===== src/rtl/mempwr_pkg.sv =====
package mempwr_pkg;

  // Reasons an activity trigger fired in a given cycle
  typedef struct packed {
    logic sel_fall;   // chip enable went active
    logic wr_fall;    // write enable went active while selected
    logic addr_move;  // address changed while selected
    logic data_move;  // write data changed during a write
  } cause_t;

  function automatic logic any_cause(cause_t c);
    return c.sel_fall | c.wr_fall | c.addr_move | c.data_move;
  endfunction

endpackage


===== src/rtl/mempwr_sync.sv =====
module mempwr_sync #(
  parameter int              W       = 8,
  parameter int              STAGES  = 2,
  parameter logic [W-1:0]    RST_VAL = '0
) (
  input  logic         clk,
  input  logic         rst_n,
  input  logic [W-1:0] d,
  output logic [W-1:0] q
);

  logic [W-1:0] stage_q [STAGES];

  for (genvar s = 0; s < STAGES; s++) begin : g_stage
    if (s == 0) begin : g_first
      always_ff @(posedge clk or negedge rst_n) begin
        if (!rst_n) stage_q[s] <= RST_VAL;
        else        stage_q[s] <= d;
      end
    end else begin : g_next
      always_ff @(posedge clk or negedge rst_n) begin
        if (!rst_n) stage_q[s] <= RST_VAL;
        else        stage_q[s] <= stage_q[s-1];
      end
    end
  end

  assign q = stage_q[STAGES-1];

endmodule


===== src/rtl/mempwr_edge.sv =====
module mempwr_edge
  import mempwr_pkg::*;
#(
  parameter int ADDR_W = 14,
  parameter int DATA_W = 4
) (
  input  logic              clk,
  input  logic              rst_n,
  input  logic              ce_n_s,
  input  logic              we_n_s,
  input  logic [ADDR_W-1:0] addr_s,
  input  logic [DATA_W-1:0] din_s,
  output cause_t            cause,
  output logic              trig
);

  logic              ce_n_p;
  logic              we_n_p;
  logic [ADDR_W-1:0] addr_p;
  logic [DATA_W-1:0] din_p;

  // Previous-cycle copies; reset to the idle (deselected) levels
  always_ff @(posedge clk or negedge rst_n) begin
    if (!rst_n) begin
      ce_n_p <= 1'b1;
      we_n_p <= 1'b1;
      addr_p <= '0;
      din_p  <= '0;
    end else begin
      ce_n_p <= ce_n_s;
      we_n_p <= we_n_s;
      addr_p <= addr_s;
      din_p  <= din_s;
    end
  end

  logic sel;
  logic wr;
  assign sel = ~ce_n_s;
  assign wr  = sel & ~we_n_s;

  always_comb begin
    cause           = '0;
    cause.sel_fall  = ce_n_p & ~ce_n_s;
    cause.wr_fall   = sel & we_n_p & ~we_n_s;
    cause.addr_move = sel & (|(addr_s ^ addr_p));
    cause.data_move = wr & (|(din_s ^ din_p));
  end

  assign trig = any_cause(cause);

endmodule


===== src/rtl/mempwr_timer.sv =====
module mempwr_timer #(
  parameter int DELAY = 64,
  localparam int CNT_W = $clog2(DELAY + 1)
) (
  input  logic             clk,
  input  logic             rst_n,
  input  logic             trig,
  output logic [CNT_W-1:0] cnt,
  output logic             active
);

  localparam logic [CNT_W-1:0] LOAD = CNT_W'(DELAY);
  localparam logic [CNT_W-1:0] ONE  = CNT_W'(1);

  always_ff @(posedge clk or negedge rst_n) begin
    if (!rst_n) begin
      cnt    <= '0;
      active <= 1'b0;
    end else if (trig) begin
      cnt    <= LOAD;
      active <= 1'b1;
    end else begin
      if (cnt != '0) cnt <= cnt - ONE;
      active <= (cnt > ONE);
    end
  end

endmodule


===== src/rtl/mempwr_monitor.sv =====
module mempwr_monitor
  import mempwr_pkg::*;
#(
  parameter int ADDR_W = 14,
  parameter int DATA_W = 4,
  parameter int DELAY  = 64
) (
  input  logic              clk,
  input  logic              rst_n,
  input  logic              ce_n,
  input  logic              we_n,
  input  logic [ADDR_W-1:0] addr,
  input  logic [DATA_W-1:0] din,
  output logic              pwr_active,
  output logic              deselected
);

  localparam int BUS_W = 2 + ADDR_W + DATA_W;
  localparam int CNT_W = $clog2(DELAY + 1);
  localparam logic [BUS_W-1:0] IDLE_VAL = {2'b11, {(ADDR_W + DATA_W){1'b0}}};

  logic [BUS_W-1:0] bus_raw;
  logic [BUS_W-1:0] bus_s;

  assign bus_raw = {ce_n, we_n, addr, din};

  mempwr_sync #(
    .W       (BUS_W),
    .STAGES  (2),
    .RST_VAL (IDLE_VAL)
  ) sync_i (
    .clk   (clk),
    .rst_n (rst_n),
    .d     (bus_raw),
    .q     (bus_s)
  );

  logic              ce_n_s;
  logic              we_n_s;
  logic [ADDR_W-1:0] addr_s;
  logic [DATA_W-1:0] din_s;

  assign {ce_n_s, we_n_s, addr_s, din_s} = bus_s;

  cause_t cause;
  logic   trig;

  mempwr_edge #(
    .ADDR_W (ADDR_W),
    .DATA_W (DATA_W)
  ) edge_i (
    .clk    (clk),
    .rst_n  (rst_n),
    .ce_n_s (ce_n_s),
    .we_n_s (we_n_s),
    .addr_s (addr_s),
    .din_s  (din_s),
    .cause  (cause),
    .trig   (trig)
  );

  logic [CNT_W-1:0] cnt;

  mempwr_timer #(
    .DELAY (DELAY)
  ) timer_i (
    .clk    (clk),
    .rst_n  (rst_n),
    .trig   (trig),
    .cnt    (cnt),
    .active (pwr_active)
  );

  always_ff @(posedge clk or negedge rst_n) begin
    if (!rst_n) deselected <= 1'b1;
    else        deselected <= ce_n_s;
  end

endmodule


===== config.mk =====
export PLATFORM = sky130hd
export DESIGN_NAME = mempwr_monitor
export DESIGN_NICKNAME = d
export VERILOG_FILES = /design/src/rtl/mempwr_pkg.sv /design/src/rtl/mempwr_sync.sv /design/src/rtl/mempwr_edge.sv /design/src/rtl/mempwr_timer.sv /design/src/rtl/mempwr_monitor.sv
export SDC_FILE = /design/constraint.sdc
export NUM_CORES = 1
export LEC_CHECK = 0
export BUFFER_PORTS_ARGS = -buffer_cell sky130_fd_sc_hd__buf_2
export CAP_MARGIN = 5
export CORE_MARGIN = 4
export CORE_UTILIZATION = 41
export CTS_BUF_LIST = sky130_fd_sc_hd__clkbuf_8
export CTS_CLUSTER_SIZE = 40
export DETAILED_ROUTE_END_ITERATION = 12
export MAX_ROUTING_LAYER = met4
export SLEW_MARGIN = 10
export SYNTH_ARGS = -nofsm -noshare
export SYNTH_HDL_FRONTEND = slang
export SYNTH_SLANG_ARGS = --single-unit

===== constraint.sdc =====
create_clock -name clk -period 4.85 [get_ports clk]
set_clock_uncertainty 0.05 [all_clocks]
set_input_delay 0 -clock clk [delete_from_list [all_inputs] [get_ports clk]]
set_output_delay 0 -clock clk [all_outputs]
set_load 0.005 [all_outputs]

### Yosys cells after proc, flatten, opt, wreduce, memory -nomap -nowiden

Index checks and enable logic that the tools add are counted.

* add/subtract/negate cells: 1
* bitwise gates (word level): 13
* $lt $le $gt $ge: 1
* mux-type cells: 3
* reductions and logical operators: 4

Operators with widths (count)
* 2-to-1 mux 7 bit: 2
* OR reduction 14 bit: 1
* XOR 14 bit: 1
* > comparator 7 x 1 -> 1 bit (second input constant): 1
* nonzero test 7 bit: 1
* subtractor 7 x 1 -> 7 bit (second input constant): 1
* bitwise AND 1 bit: 6
* OR reduction 4 bit: 1
* XOR 4 bit: 1
* bitwise OR 1 bit: 3
* NOT 1 bit: 2
* nonzero test 2 bit: 1
* 2-to-1 mux 1 bit: 1

* input port bits: 22
* flip-flop bits (word level): 68
* output and inout bits: 2
* logic and storage cells: 30

### Depth between registers and ports, before layout

* depth in word-level cells: 7
* mapped depth: 7
* mapped depth without buffers: 7

### By module

A second synthesis with hierarchy kept.

* cell total of the unflattened synthesis: 158
* area total of the unflattened synthesis: 2358.5 µm²

Modules (own cells, without submodules)
* mempwr_sync: cells an instance 60, instances 1, area an instance 1156.1 µm², seq. area each 1006.0 µm²
* mempwr_edge: cells an instance 52, instances 1, area an instance 747.0 µm², seq. area each 503.0 µm²
* mempwr_timer: cells an instance 45, instances 1, area an instance 429.2 µm², seq. area each 200.2 µm²
* mempwr_monitor: cells an instance 1, instances 1, area an instance 26.3 µm², seq. area each 26.3 µm²

### Worst setup path after synthesis

No wires, ideal clock.

* kind: register -> register
* from: register edge_i.addr_p[6]
* to: register timer_i.active
* setup time: 139 ps
* stages on the path, launching flop included: 5
* arrival: 1499 ps
* buffers on the path: 0
* clock period less this slack: 1688 ps
* slack: 3162 ps
* required time: 4661 ps
* cells stage by stage: dfrtp_1 -> xor2_1 -> nor4_2 -> a31oi_2 -> or4b_1

* cells in the longest elaborated chain, start to end: 6

RTL lines
* from (decl): line mempwr_edge.sv:19 `logic [ADDR_W-1:0] addr_p;`
* from (signal assigned): line mempwr_edge.sv:32 `addr_p <= addr_s;`
* XOR 14 bit: line mempwr_edge.sv:46 `cause.addr_move = sel & (|(addr_s ^ addr_p));`
* OR reduction 14 bit: line mempwr_edge.sv:46
* bitwise AND 1 bit: line mempwr_edge.sv:46
* bitwise OR 1 bit (2 in series): line mempwr_pkg.sv:12 `return c.sel_fall | c.wr_fall | c.addr_move | c.data_move;`
* 2-to-1 mux 1 bit: line mempwr_timer.sv:19 `end else if (trig) begin`
* to (signal assigned): line mempwr_timer.sv:24 `active <= (cnt > ONE);`
* to (decl): line mempwr_timer.sv:9 `output logic active`

No other way between the ends.
A chain may end at the register's enable or synchronous reset.

### Worst setup path after layout

* from: register sync_i.stage_q (netlist bit sync_i.q[17])
* to: register timer_i.active

* cells in the longest elaborated chain, start to end: 6

RTL lines
* from (decl): line mempwr_sync.sv:12 `logic [W-1:0] stage_q [STAGES];`
* from (signal, indexed assignment): line mempwr_sync.sv:23 `else stage_q[s] <= stage_q[s-1];`
* XOR 14 bit: line mempwr_edge.sv:46
* OR reduction 14 bit: line mempwr_edge.sv:46
* bitwise AND 1 bit: line mempwr_edge.sv:46
* bitwise OR 1 bit (2 in series): line mempwr_pkg.sv:12
* 2-to-1 mux 1 bit: line mempwr_timer.sv:19

No other way between the ends.

==> report_table.html <==
<table>
<tr><th>Metric</th><th>Value</th></tr>
<tr><th colspan="2">Status</th></tr>
<tr><td>Run status</td><td>finished clean</td></tr>
<tr><th colspan="2">Worst setup path</th></tr>
<tr><td>Biggest fanout along the worst timing path</td><td>8</td></tr>
<tr><td>Largest stage delay, worst path</td><td>550 ps</td></tr>
<tr><td>Worst Path Required</td><td>~5000 ps</td></tr>
<tr><td>Crit. End Element</td><td>register</td></tr>
<tr><td>Startpoint class of the critical path</td><td>register</td></tr>
<tr><td>CP max-delay cell</td><td>or4b_1</td></tr>
<tr><td>Source of the worst register-to-register timing path</td><td>sync_i.q[17]$_DFF_PN0_</td></tr>
<tr><td>Category of the critical setup timing path</td><td>reg -&gt; reg</td></tr>
<tr><td>Worst setup path start</td><td>sync_i.q[17]$_DFF_PN0_</td></tr>
<tr><td>Cell-by-cell listing of the critical path</td><td>xnor2_1, nand4_1, nor4_2, a31oi_2, or4b_1</td></tr>
<tr><td>Data arrival time at the worst-slack endpoint</td><td>2030 ps</td></tr>
<tr><th colspan="2">CTS</th></tr>
<tr><td>Setup Buffers After CTS</td><td>0</td></tr>
<tr><td>Clock tree from TritonCTS</td><td>built</td></tr>
<tr><td>Number of sinks handled by clock tree synthesis</td><td>68</td></tr>
<tr><td>Clock transition at the register clock pins on the worst setup and hold paths after CTS</td><td>around 80 ps</td></tr>
<tr><td>Clock latency of the later-clocked register in the worst-skew pair</td><td>340 ps</td></tr>
<tr><td>Buffers from clock root to sink, at most</td><td>2</td></tr>
<tr><td>Number of buffers inserted during clock tree synthesis</td><td>9</td></tr>
<tr><td>Post-CTS Hold Buffers</td><td>21</td></tr>
<tr><td>Number of instances resized during post-cts repair</td><td>0</td></tr>
<tr><td>Number of H-tree levels</td><td>3</td></tr>
<tr><td>Clock root buffer</td><td>clkbuf_8</td></tr>
<tr><th colspan="2">Timing</th></tr>
<tr><td>Final setup violation count</td><td>0</td></tr>
<tr><td>Part of the cycle the worst path needs</td><td>0.385</td></tr>
<tr><td>Final-report max-slew violation count</td><td>0</td></tr>
<tr><td>Fin worst setup slack</td><td>2980 ps</td></tr>
<tr><td>Fmax</td><td>535 MHz</td></tr>
<tr><td>Total count of hold-check failures in the final report</td><td>0</td></tr>
<tr><td>Setup repair after global routing missed its margin</td><td>false</td></tr>
<tr><td>Clock period minus final worst setup slack</td><td>1870 ps</td></tr>
<tr><td>Setup TNS after final layout</td><td>0 ps</td></tr>
<tr><td>Normalized max-slew margin</td><td>0.468</td></tr>
<tr><td>Worst Tran Pin Value</td><td>798 ps</td></tr>
<tr><th colspan="2">Place</th></tr>
<tr><td>Placed inst area</td><td>about 0.0024 mm²</td></tr>
<tr><td>Worst slack after detailed placement</td><td>2950 ps</td></tr>
<tr><td>Detailed placement HPWL</td><td>between 2000 and 2500 µm</td></tr>
<tr><td>Weighted congestion at the end of routability-driven global placement</td><td>0.683</td></tr>
<tr><td>IO Port Bufs</td><td>23</td></tr>
<tr><th colspan="2">Synth</th></tr>
<tr><td>Library cells used by synthesis</td><td>26</td></tr>
<tr><td>Post-synthesis instance total</td><td>136</td></tr>
<tr><td>Netlist area before placement</td><td>about 0.0022 mm²</td></tr>
<tr><td>Library cell with the largest summed area after synthesis</td><td>dfrtp_1</td></tr>
<tr><td>Net Count, Synth</td><td>160</td></tr>
<tr><td>Number of enable-type register cells in the synthesized netlist</td><td>0</td></tr>
<tr><td>Most used flip-flop cell after synthesis</td><td>dfrtp_1</td></tr>
<tr><td>Yosys Warn Count</td><td>0</td></tr>
<tr><td>Sequential cell area fraction in the yosys report</td><td>0.783</td></tr>
<tr><td>Synth async-reset ratio</td><td>1.00</td></tr>
<tr><td>Mean instance size in the synthesized netlist</td><td>16.1 µm²</td></tr>
<tr><td>Top post-synthesis cells by area</td><td>dfrtp_1, dfstp_2, xor2_1</td></tr>
<tr><td>Post-synth top area share</td><td>0.711</td></tr>
<tr><td>Flop and latch count out of synthesis</td><td>68</td></tr>
<tr><th colspan="2">Min path</th></tr>
<tr><td>Hold Startpoint</td><td>addr[6]</td></tr>
<tr><td>Hold WC Path Type</td><td>in -&gt; reg</td></tr>
<tr><th colspan="2">Cells and area</th></tr>
<tr><td>Share of final-layout standard cells stronger than drive strength 1</td><td>0.274</td></tr>
<tr><td>Final Net Count</td><td>216</td></tr>
<tr><td>Area growth syn-to-layout</td><td>27.6%</td></tr>
<tr><td>Cell area after layout</td><td>0.00279 mm²</td></tr>
<tr><td>Number of antenna diodes</td><td>0</td></tr>
<tr><td>Post-route core utilization</td><td>0.542</td></tr>
<tr><th colspan="2">Global routing</th></tr>
<tr><td>Most crowded layer after global routing</td><td>met2</td></tr>
<tr><td>First-pass GRT wire length</td><td>5560 µm</td></tr>
<tr><td>Met2 GRT Util</td><td>0.186</td></tr>
<tr><td>Via count of the first global-routing pass</td><td>1,220</td></tr>
<tr><td>GR met3 Demand/Resource</td><td>0.0665</td></tr>
<tr><td>GRT overflow</td><td>0</td></tr>
<tr><td>Met1 routing resource usage after global routing</td><td>0.134</td></tr>
<tr><td>Pin count of the biggest net entering global routing</td><td>69</td></tr>
<tr><td>Total routing usage reported by global routing</td><td>0.124</td></tr>
<tr><td>Number of antenna violations at the first check in global routing</td><td>0</td></tr>
<tr><th colspan="2">Floorplan</th></tr>
<tr><td>Die area</td><td>roughly 0.0066 mm²</td></tr>
<tr><td>Starting density of the core</td><td>0.425</td></tr>
<tr><td>Core ar.</td><td>0.00514 mm²</td></tr>
<tr><td>Std cell rows</td><td>26</td></tr>
<tr><td>Vert. Die Dim</td><td>81.0 µm</td></tr>
<tr><td>Horiz. Die Dim</td><td>81.0 µm</td></tr>
<tr><td>IO Pins</td><td>24</td></tr>
<tr><th colspan="2">Routing</th></tr>
<tr><td>Detailed-route via count</td><td>1,164</td></tr>
<tr><td>Post-DR vias/cell</td><td>4.36</td></tr>
<tr><td>Initial drt markers</td><td>24</td></tr>
<tr><td>Detailed-route DRC error count</td><td>0</td></tr>
<tr><td>Post-DRT Antenna Nets</td><td>0</td></tr>
<tr><td>Wirelength, routed</td><td>about 3300 µm</td></tr>
<tr><td>Drt wl/cell</td><td>12.2 µm</td></tr>
<tr><td>Number of iterations in the first detailed-routing pass</td><td>4</td></tr>
<tr><th colspan="2">Pwr</th></tr>
<tr><td>Cell Pwr Density</td><td>422 mW/mm²</td></tr>
<tr><td>Worst voltage drop across the vdd grid</td><td>0.275 mV</td></tr>
<tr><td>Static Leak</td><td>1.24 nW</td></tr>
<tr><th colspan="2">Run</th></tr>
<tr><td>Max-cap violation count</td><td>0</td></tr>
</table>
[synthesized netlist by cell type (2+ instances only)]
cell type and count:
dfrtp_1 62, nor2_1 13, xor2_1 12, xnor2_1 8, dfstp_2 6, nand2_1 5, inv_1 3, nand3_1 3
nor4_2 3, o21ai_0 3, ha_1 2, or2_2 2
[placed cells by master, fill, tap and decap left out, types with 2 or more instances in the layout]
| master | synthesis | routed |
|---|---|---|
| buf_2 | 0 | 23 |
| clkbuf_8 | 0 | 9 |
| clkinv_4 | 0 | 3 |
| clkinvlp_4 | 0 | 2 |
| dfrtp_1 | 62 | 62 |
| dfstp_2 | 6 | 6 |
| dlygate4sd3_1 | 0 | 21 |
| ha_1 | 2 | 2 |
| inv_1 | 3 | 3 |
| inv_6 | 0 | 2 |
| nand2_1 | 5 | 5 |
| nand3_1 | 3 | 3 |
| nor2_1 | 13 | 13 |
| nor4_2 | 3 | 3 |
| o21ai_0 | 3 | 3 |
| or2_2 | 2 | 2 |
| xnor2_1 | 8 | 8 |
| xor2_1 | 12 | 12 |
[power by group]
group	total (mW)	switching [mW]	internal (mW)
clock network	0.412	0.221	0.191
logic	0.128	0.0653	0.0632
registers	0.635	0.0278	0.608
total	1.18	0.314	0.862
[through the flow]
step	power [mW]	std cells	hold slack, ps
final	1.18	267	245
after global routing	1.24	267	230
after CTS	1.19	267	209
after detailed placement	0.764	230	56.2
after global placement	0.754	230	54.6
after floorplan	0.720	136	-346
[critical path, delay by kind of cell (launching register included)]
family                    cells  cell delay [ps]
AOI/OAI and AO/OA             1              230
xor gates and xnor gates      1              170
DFF                           1              400
and+or+nand+nor               3              890
[cells by family (layout without fill, tap and decap cells)]
family | after synthesis | in the layout | synth area share
xor gates and xnor gates | 20 | 20 | 0.0802
AOI/OAI and AO/OA | 10 | 10 | 0.0378
adders and majority gates | 2 | 2 | 0.0115
buffers and inverters | 3 | 64 | 0.00516
and+or+nand+nor | 33 | 33 | 0.0825
DFF | 68 | 68 | 0.783
[flip-flops by register name, indices dropped and copies added, names as in the netlist]
signal,cells
edge_i.we_n_p,1
timer_i.active,1
sync_i.stage_q,20
edge_i.ce_n_p,1
edge_i.din_p,4
edge_i.addr_p,14
timer_i.cnt,7
sync_i.q,20
[area by class of cell]
| class | count | area (µm²) |
|---|---|---|
| Sequential cell | 68 | 1710 |
| Timing Repair Buffer | 45 | 333 |
| Tap cell | 70 | 87.6 |
| Inverter | 3 | 11.3 |
| Multi-Input combinational cell | 65 | 463 |
| Fill cell | 446 | 2350 |
| Clock buffer | 9 | 124 |
| Clock inverter | 7 | 58.8 |
[routing by layer]
| metal | wire length (µm) | vias up |
|---|---|---|
| met2 | 1630 | 29 |
| li1 | - | 559 |
| met4 | 47 | 0 |
| met1 | 1380 | 572 |
| met3 | 192 | 4 |
| met5 | 0 | - |
[final timing paths]
check	endpoint	cells past startpoint	slack (ps)
setup / recovery	timer_i.active$_DFF_PN0_	5	2980
hold / removal	sync_i.stage_q[30]$_DFF_PN0_	2	250
setup reg to reg	timer_i.active$_DFF_PN0_	5	2980
hold reg to reg	sync_i.q[9]$_DFF_PN0_	0	300
max in group asynchronous	sync_i.q[0]$_DFF_PN0_	3	3920
min in group asynchronous	edge_i.addr_p[13]$_DFF_PN0_	3	310
Power figures use the tool's default switching activity.
